[src/rtl/ra_pkg.sv]
package ra_pkg;

    typedef enum logic {
        MODE_NORMAL = 1'b0,
        MODE_AHEAD  = 1'b1
    } ra_mode_e;

    typedef struct packed {
        logic valid;
        logic done;
        logic l2miss;
        logic inv;
        logic store;
        logic dst_valid;
    } head_flags_t;

    // head triggers a switch into runahead (normal mode only)
    function automatic logic is_entry_trigger(head_flags_t f);
        return f.valid && !f.done && f.l2miss;
    endfunction

    // head may leave the window in normal mode
    function automatic logic can_commit(head_flags_t f);
        return f.valid && f.done;
    endfunction

    // head may leave the window in runahead mode
    function automatic logic can_drop(head_flags_t f);
        return f.valid && (f.inv || f.l2miss || f.done);
    endfunction

    // poison value a dropped head leaves in its destination
    function automatic logic poison_of(head_flags_t f);
        return f.inv || f.l2miss;
    endfunction

endpackage

[src/rtl/ra_mode_fsm.sv]
module ra_mode_fsm #(
    parameter int TAG_W = 6
) (
    input  logic                clk,
    input  logic                rst,
    input  ra_pkg::head_flags_t flags,
    input  logic [TAG_W-1:0]    head_tag,
    input  logic                ret_valid,
    input  logic [TAG_W-1:0]    ret_tag,
    output ra_pkg::ra_mode_e    mode,
    output logic                enter_now,
    output logic                exit_now
);
    import ra_pkg::*;

    ra_mode_e         mode_q;
    logic [TAG_W-1:0] trig_tag_q;

    always_comb begin
        enter_now = (mode_q == MODE_NORMAL) && is_entry_trigger(flags);
        exit_now  = (mode_q == MODE_AHEAD) && ret_valid && (ret_tag == trig_tag_q);
    end

    always_ff @(posedge clk) begin
        if (rst) begin
            mode_q     <= MODE_NORMAL;
            trig_tag_q <= '0;
        end else if (enter_now) begin
            mode_q     <= MODE_AHEAD;
            trig_tag_q <= head_tag;
        end else if (exit_now) begin
            mode_q     <= MODE_NORMAL;
        end
    end

    assign mode = mode_q;

    // mode only rises after a checkpoint request
    a_r3_rise_after_save: assert property (@(posedge clk) disable iff (rst)
        (mode_q == MODE_AHEAD) && ($past(mode_q) == MODE_NORMAL) |-> $past(enter_now));

    // leaving runahead needs a matching return in the previous cycle
    a_r9_fall_after_match: assert property (@(posedge clk) disable iff (rst)
        (mode_q == MODE_NORMAL) && ($past(mode_q) == MODE_AHEAD) |-> $past(ret_valid));

    // a non-matching return keeps the mode
    a_r10_mismatch_holds: assert property (@(posedge clk) disable iff (rst)
        (mode_q == MODE_AHEAD) && !(ret_valid && ret_tag == trig_tag_q) |=> (mode_q == MODE_AHEAD));

endmodule

[src/rtl/ra_pseudo_retire.sv]
module ra_pseudo_retire #(
    parameter int ADDR_W = 32,
    parameter int DATA_W = 64
) (
    input  logic                clk,
    input  logic                rst,
    input  ra_pkg::head_flags_t flags,
    input  ra_pkg::ra_mode_e    mode,
    input  logic                enter_now,
    input  logic                exit_now,
    input  logic [ADDR_W-1:0]   st_addr,
    input  logic [DATA_W-1:0]   st_data,
    output logic                pop,
    output logic                arch_retire,
    output logic                drop,
    output logic                rc_wr_en,
    output logic [ADDR_W-1:0]   rc_wr_addr,
    output logic [DATA_W-1:0]   rc_wr_data,
    output logic                rc_wr_inv
);
    import ra_pkg::*;

    logic ahead;

    always_comb begin
        ahead       = (mode == MODE_AHEAD);
        drop        = ahead && !exit_now && can_drop(flags);
        arch_retire = !ahead && can_commit(flags);
        pop         = ahead ? drop : (arch_retire || enter_now);
        rc_wr_en    = drop && flags.store;
        rc_wr_addr  = st_addr;
        rc_wr_data  = st_data;
        rc_wr_inv   = flags.inv;
    end

    // normal mode never pops an incomplete head except at entry
    a_r2_no_early_pop: assert property (@(posedge clk) disable iff (rst)
        pop && !ahead && !enter_now |-> flags.done);

    // a healthy head leaves runahead only when executed
    a_r6_valid_waits: assert property (@(posedge clk) disable iff (rst)
        pop && ahead && !flags.inv && !flags.l2miss |-> flags.done);

    // store memory writes only for popped stores
    a_r7_write_is_store: assert property (@(posedge clk) disable iff (rst)
        rc_wr_en |-> pop && flags.store && flags.valid);

endmodule

[src/rtl/ra_inv_tracker.sv]
module ra_inv_tracker #(
    parameter int NREG  = 32,
    parameter int REG_W = $clog2(NREG)
) (
    input  logic             clk,
    input  logic             rst,
    input  logic             clear,
    input  logic             set_en,
    input  logic [REG_W-1:0] set_idx,
    input  logic             set_val,
    output logic [NREG-1:0]  inv_bits
);
    for (genvar k = 0; k < NREG; k++) begin : g_bit
        always_ff @(posedge clk) begin
            if (rst || clear) begin
                inv_bits[k] <= 1'b0;
            end else if (set_en && set_idx == REG_W'(k)) begin
                inv_bits[k] <= set_val;
            end
        end
    end

    // untouched bits hold their value
    a_r8_only_target_changes: assert property (@(posedge clk) disable iff (rst)
        !clear && !set_en |=> $stable(inv_bits));

endmodule

[src/rtl/ra_retire_ctrl.sv]
module ra_retire_ctrl #(
    parameter int TAG_W  = 6,
    parameter int NREG   = 32,
    parameter int ADDR_W = 32,
    parameter int DATA_W = 64,
    localparam int REG_W = $clog2(NREG)
) (
    input  logic              clk,
    input  logic              rst,
    input  logic              head_valid,
    input  logic              head_done,
    input  logic              head_l2miss,
    input  logic              head_inv,
    input  logic              head_store,
    input  logic              head_dst_valid,
    input  logic [REG_W-1:0]  head_dst,
    input  logic [TAG_W-1:0]  head_tag,
    input  logic [ADDR_W-1:0] head_st_addr,
    input  logic [DATA_W-1:0] head_st_data,
    input  logic              ret_valid,
    input  logic [TAG_W-1:0]  ret_tag,
    output logic              ckpt_save,
    output logic              ckpt_restore,
    output logic              flush,
    output logic              pop,
    output logic              arch_retire,
    output logic              runahead,
    output logic              rc_wr_en,
    output logic [ADDR_W-1:0] rc_wr_addr,
    output logic [DATA_W-1:0] rc_wr_data,
    output logic              rc_wr_inv,
    output logic [NREG-1:0]   reg_inv
);
    import ra_pkg::*;

    head_flags_t hf;
    ra_mode_e    mode;
    logic        enter_now;
    logic        exit_now;
    logic        drop;
    logic        mark_en;
    logic        mark_val;

    always_comb begin
        hf.valid     = head_valid;
        hf.done      = head_done;
        hf.l2miss    = head_l2miss;
        hf.inv       = head_inv;
        hf.store     = head_store;
        hf.dst_valid = head_dst_valid;
    end

    ra_mode_fsm #(.TAG_W(TAG_W)) i_fsm (
        .clk       (clk),
        .rst       (rst),
        .flags     (hf),
        .head_tag  (head_tag),
        .ret_valid (ret_valid),
        .ret_tag   (ret_tag),
        .mode      (mode),
        .enter_now (enter_now),
        .exit_now  (exit_now)
    );

    ra_pseudo_retire #(.ADDR_W(ADDR_W), .DATA_W(DATA_W)) i_retire (
        .clk         (clk),
        .rst         (rst),
        .flags       (hf),
        .mode        (mode),
        .enter_now   (enter_now),
        .exit_now    (exit_now),
        .st_addr     (head_st_addr),
        .st_data     (head_st_data),
        .pop         (pop),
        .arch_retire (arch_retire),
        .drop        (drop),
        .rc_wr_en    (rc_wr_en),
        .rc_wr_addr  (rc_wr_addr),
        .rc_wr_data  (rc_wr_data),
        .rc_wr_inv   (rc_wr_inv)
    );

    // the triggering load always leaves a poisoned destination
    always_comb begin
        mark_en  = head_dst_valid && (enter_now || drop);
        mark_val = enter_now ? 1'b1 : poison_of(hf);
    end

    ra_inv_tracker #(.NREG(NREG), .REG_W(REG_W)) i_inv (
        .clk      (clk),
        .rst      (rst),
        .clear    (exit_now),
        .set_en   (mark_en),
        .set_idx  (head_dst),
        .set_val  (mark_val),
        .inv_bits (reg_inv)
    );

    assign runahead     = (mode == MODE_AHEAD);
    assign ckpt_save    = enter_now;
    assign ckpt_restore = exit_now;
    assign flush        = exit_now;

    // no architectural commit and no new checkpoint in runahead
    a_r4_no_commit_ahead: assert property (@(posedge clk) disable iff (rst)
        runahead |-> !arch_retire && !ckpt_save);

    // restore comes with flush, no pop, then normal mode with clean poison bits
    a_r9_restore_no_pop: assert property (@(posedge clk) disable iff (rst)
        ckpt_restore |-> flush && !pop);
    a_r9_exit_clean: assert property (@(posedge clk) disable iff (rst)
        ckpt_restore |=> !runahead && (reg_inv == '0));

    // destination of the triggering load is poisoned
    a_r8_entry_poison: assert property (@(posedge clk) disable iff (rst)
        ckpt_save && head_dst_valid |=> reg_inv[$past(head_dst)]);

    // a return in normal mode never restores
    a_r10_normal_return: assert property (@(posedge clk) disable iff (rst)
        !runahead |-> !ckpt_restore);

    // normal mode carries no poison
    a_r1_clean_normal: assert property (@(posedge clk) disable iff (rst)
        !runahead && !$past(runahead) |-> reg_inv == '0);

endmodule

[config.mk]
export PLATFORM = sky130hd
export DESIGN_NAME = ra_retire_ctrl
export DESIGN_NICKNAME = d
export VERILOG_FILES = /design/src/rtl/ra_pkg.sv /design/src/rtl/ra_mode_fsm.sv /design/src/rtl/ra_pseudo_retire.sv /design/src/rtl/ra_inv_tracker.sv /design/src/rtl/ra_retire_ctrl.sv
export SDC_FILE = /design/constraint.sdc
export NUM_CORES = 1
export LEC_CHECK = 0
export CELL_PAD_IN_SITES_DETAIL_PLACEMENT = 0
export CELL_PAD_IN_SITES_GLOBAL_PLACEMENT = 2
export CORE_MARGIN = 5
export CORE_UTILIZATION = 15
export DETAILED_ROUTE_END_ITERATION = 8
export GPL_ROUTABILITY_DRIVEN = 0
export PLACE_DENSITY_LB_ADDON = 0.1
export SETUP_SLACK_MARGIN = 0.3
export SLEW_MARGIN = 20
export SYNTH_ARGS = -nofsm -noshare
export SYNTH_HDL_FRONTEND = slang
export SYNTH_SLANG_ARGS = --single-unit
[constraint.sdc]
create_clock -name clk -period 3.1 [get_ports clk]
set_clock_uncertainty 0.15 [all_clocks]
set_input_delay 0.62 -clock clk [delete_from_list [all_inputs] [get_ports clk]]
set_output_delay 0.62 -clock clk [all_outputs]
set_load 0.005 [all_outputs]
[Yosys cells after proc, flatten, opt, wreduce, memory -nomap -nowiden]
Index checks and enable logic that the tools add are counted.
Storage, ports and cells
  word-level logic and storage cells: 125
  bits of input ports: 122
  output and inout bits: 136
  register bits: 39
Cells by class
  reduce and logical (&&, ||, !) cells: 54
  equal/unequal tests: 32
  multiplexer cells: 4
  bitwise operators: 1
Operators with widths (count)
  $eq A5 B5 Y1 const B: 16
  $logic_and A1 B1 Y1: 44
  $eq A5 B4 Y1 const B: 8
  $eq A5 B3 Y1 const B: 4
  $eq A5 B2 Y1 const B: 2
  $eq A6 B6 Y1: 1
  $eq A5 B1 Y1 const B: 1
  $logic_not A5 Y1: 1
  $logic_or A1 B1 Y1: 5
  $mux W1: 4
  $logic_not A1 Y1: 3
  $reduce_bool A2 Y1: 1
  $not A1 Y1: 1

[Logic depth before layout (Yosys ltp)]
  word-level depth: 8
  depth in mapped cells: 6
  depth with buffers taken out: 4

[Modules after synthesis]
Synthesis repeated with hierarchy kept, for this count alone.
Unflattened totals
  cells, all modules: 293
  area, all modules: 2534.9 um2
Modules (own cells, without submodules)
  ra_inv_tracker: area an instance 1367.6 um2, times used 1, cells an instance 151, seq. area each 640.6 um2
  ra_pseudo_retire: area an instance 810.8 um2, times used 1, cells an instance 105, seq. area each 0.0 um2
  ra_mode_fsm: area an instance 335.3 um2, times used 1, cells an instance 34, seq. area each 140.1 um2
  ra_retire_ctrl: area an instance 21.3 um2, times used 1, cells an instance 3, seq. area each 0.0 um2

[Worst setup path before layout]
Ideal clock, no wire load.
  kind: input-to-output
  from: input ret_tag[4]
  to: output flush
  stages: 4
  arrival time: 1675 ps
  buffers on the path: 1
  data required time: 2330 ps
  slack: 655 ps
  cells stage by stage: xnor2_1 > nand3_1 > nor4_1 > buf_4
Between the ends
  word-level cells in the longest chain between the ends: 2
RTL lines
  start, declared: RTL line ra_retire_ctrl.sv:21  | input logic [TAG_W-1:0] ret_tag,
  $eq A6 B6 Y1: RTL line ra_mode_fsm.sv:21  | exit_now = (mode_q == MODE_AHEAD) && ret_valid && (ret_tag == trig_tag_q);
  $logic_and A1 B1 Y1: RTL line ra_mode_fsm.sv:21
  end, declared: RTL line ra_retire_ctrl.sv:24  | output logic flush,
Every way passes these cells.

[Final worst setup path]
  from: input ret_tag[3]
  to: output pop
Between the ends
  word-level cells in the longest chain between the ends: 6
RTL lines
  $eq A6 B6 Y1: RTL line ra_mode_fsm.sv:21
  $logic_and A1 B1 Y1: RTL line ra_mode_fsm.sv:21
  $logic_not A1 Y1: RTL line ra_pseudo_retire.sv:27  | drop = ahead && !exit_now && can_drop(flags);
  $logic_and A1 B1 Y1 (2 in a row): RTL line ra_pseudo_retire.sv:27
  $mux W1: RTL line ra_pseudo_retire.sv:29  | pop = ahead ? drop : (arch_retire || enter_now);
  end, declared: RTL line ra_retire_ctrl.sv:25  | output logic pop,
Every way passes these cells.

==> summary.txt <==
Outcome
  – Status: completed

Global routing
  – Initial antenna violation count: 1
  – First-pass GRT wire length: 12,100 microns
  – Number of global-route vias before repair: 2,027
  – Overflow after GRT: 0
  – GR Util All Layers: 0.0788
  – Largest net degree at the start of global routing: 33

Floorplan
  – IO Count: 258
  – Die Ht: 141 microns
  – Core ar.: 16,700 sq um
  – Initial core utilization: 0.154
  – Die Span X: 141 microns
  – Std-Cell Rows: 47
  – DIE AREA: 19,900 sq um

Synth
  – Flops & latches, synth: 39
  – Post-synth net total: 404
  – Synth area leaders: dfxtp_1 30%, buf_4 29%, a211oi_1 11%, a21oi_1 6.2%, a211oi_2 3.9%
  – Synth cell types: 30
  – Cell Area, Synth: 2570 sq um
  – Yosys top cell area share: 0.304
  – Register area share after synthesis: 0.304
  – Syn avg cell area: 9.12 sq um
  – Syn Inst Count: 282
  – Warnings, synthesis: 0
  – Largest area contributor in the netlist: dfxtp_1

Worst setup path
  – Req. time, crit path: 2330 ps
  – R2r setup slk: 1030 ps
  – Crit path launch type: input pin
  – Critical path endpoint: pop
  – Critical-path top delay cell: clkdlybuf4s50_1
  – CP cell instances: clkdlybuf4s50_1, xor2_2, nor4_2, buf_4, buf_6, nor3b_1, buf_2
  – Critical path origin: ret_tag[3]
  – Worst r2r src: i_fsm.mode
  – Crit Path Class: input pin to output pin
  – Critical Path Fanout Max: 4
  – Worst EP arrival: 1940 ps
  – CP Capture Type: output pin
  – Reg2reg path depth: 5
  – CP max stage delay: 500 ps
  – RR Endpoint: i_inv.inv_bits[17]

Final layout
  – Share of cells above drive strength 1: 0.200
  – Most common cell after layout, fill and taps aside: clkdlybuf4s50_1
  – Commonest non-fill, non-tap cells in the layout: 55 x clkdlybuf4s50_1, 39 x dfxtp_1, 37 x a211oi_1
  – Nets: 386
  – Antenna Cells: 0
  – Area Growth Syn to Fin: 18.6%
  – Layout Cell Area excl Fill: 3050 sq um

Routing
  – Post-DRT Antenna Nets: 0
  – Routed wire per std cell: 15.7 microns
  – WL final: 7610 microns
  – Vias post-DR: 1,819
  – Drt drc: 0
  – Pre-antenna DRT Iters: 4
  – DR iter-0 viols: 46
  – Average vias per placed instance: 3.75

Clock tree
  – Clk sinks: 39
  – H-tree Lvls: 2
  – CTS Buf Count: 5
  – Skew-Pair Late Insertion Delay: 290 ps
  – Clk slew on worst S/H paths: 60 ps
  – CTS tree: yes
  – Clock buffer depth: 2
  – Post-CTS Hold Fix Bufs: 0
  – Root buffer cell: clkbuf_16

Timing
  – Final hold vios: 0
  – Slew Viols, Final: 0
  – RSZ-0062 raised after global routing: no
  – Crit path time final: 2710 ps
  – Final period utilization: 0.875
  – F_max: 369 MHz
  – # setup viols final: 0
  – Slew HR: 0.616
  – Setup_tns: 0 ps
  – Worst-margin pin slew: 577 ps

Power
  – Worst VDD drop: 0.172 mV
  – P_leak: 0.000936 uW
  – Cell area power density: 418 nW/um^2

Placement
  – Number of port buffers: 65
  – Cell Area, Placed: 2850 sq um
  – Post-DP HPWL: 5670 microns

Hold path
  – HP Class: flip-flop to flip-flop

Run
  – Number of max-cap violations: 0
==> worst min path at each step <==
stage	from	end	cells after the start
finish	i_inv.inv_bits[26]	i_inv.inv_bits[26]	2
detailed placement	i_fsm.trig_tag_q[3]	i_fsm.trig_tag_q[3]	2
floorplan	i_fsm.trig_tag_q[3]	i_fsm.trig_tag_q[3]	2
global placement	i_fsm.trig_tag_q[3]	i_fsm.trig_tag_q[3]	2
global route	i_inv.inv_bits[31]	i_inv.inv_bits[31]	2
CTS	i_inv.inv_bits[24]	i_inv.inv_bits[24]	2
==> flip-flops by register name (all words and copies together), names as in the netlist <==
register	count
i_fsm.mode	1
i_fsm.trig_tag_q	6
i_inv.inv_bits	32
==> layer usage <==
metal	global-route usage	up-vias	wire length, microns
li1	-	871	-
met2	0.112	73	3230
met1	0.102	852	3530
met5	0	-	13
met4	0.0291	2	118
met3	0.0400	21	715
==> area by class of cell <==
cell class	instances	area, sq um
Inverter	2	7.51
Timing Repair Buffer	86	805
Multi-Input combinational cell	130	1010
Clock inverter	2	35.0
Fill cell	1898	13700
Tap cell	220	275
Sequential cell	39	781
Clock buffer	6	139
==> where the power goes <==
part | switching (uW) | internal (uW) | total [uW]
combinational | 79.6 | 68.0 | 148
clock | 216 | 400 | 617
sequential | 4.61 | 506 | 510
total | 300 | 974 | 1270
==> timing repair <==
item,CTS,global route
setup endpoints to repair,5,2
buffers inserted,2,0
resized for setup,19,2
pin swaps,8,0
==> metrics by stage <==
stage / utilization / worst slack, ps / power, uW / instances / hold slack (ps)
2_1_floorplan: - / 655 / 688 / 282 / 331
3_3_place_gp: 0.171 / -45.3 / 675 / 475 / 346
3_5_place_dp: 0.171 / -64.9 / 674 / 475 / 353
4_1_cts: 0.182 / 338 / 1310 / 485 / 371
5_1_grt: 0.183 / 293 / 1340 / 485 / 390
6_report: 0.183 / 386 / 1270 / 485 / 364
==> logic make-up after synthesis <==
| family | Yosys count | synth area share |
|---|---|---|
| compound gates | 84 | 0.253 |
| xor+xnor | 6 | 0.0204 |
| buf+inv | 113 | 0.318 |
| flops | 39 | 0.304 |
| mux | 6 | 0.0233 |
| simple gates | 34 | 0.0812 |
==> cell usage after synthesis (all sizes together) <==
master / instances
a211oi: 49
a21oi: 32
and3b: 1
buf: 107
clkbuf: 4
dfxtp: 39
inv: 2
mux2i: 6
nand2: 6
nand2b: 3
nand3: 2
nand4: 1
nand4b: 3
nand4bb: 3
nor2: 6
nor3: 4
nor3b: 2
nor4: 1
o21ai: 1
o2bb2ai: 1
o41ai: 1
or2: 2
xnor2: 5
xor2: 1
==> critical path, delay by kind of cell <==
family | cells | cell delay [ps]
buffers and inverters | 4 | 910
xor gates and xnor gates | 1 | 180
and+or+nand+nor | 2 | 230
(Power assumes the default switching activity.)
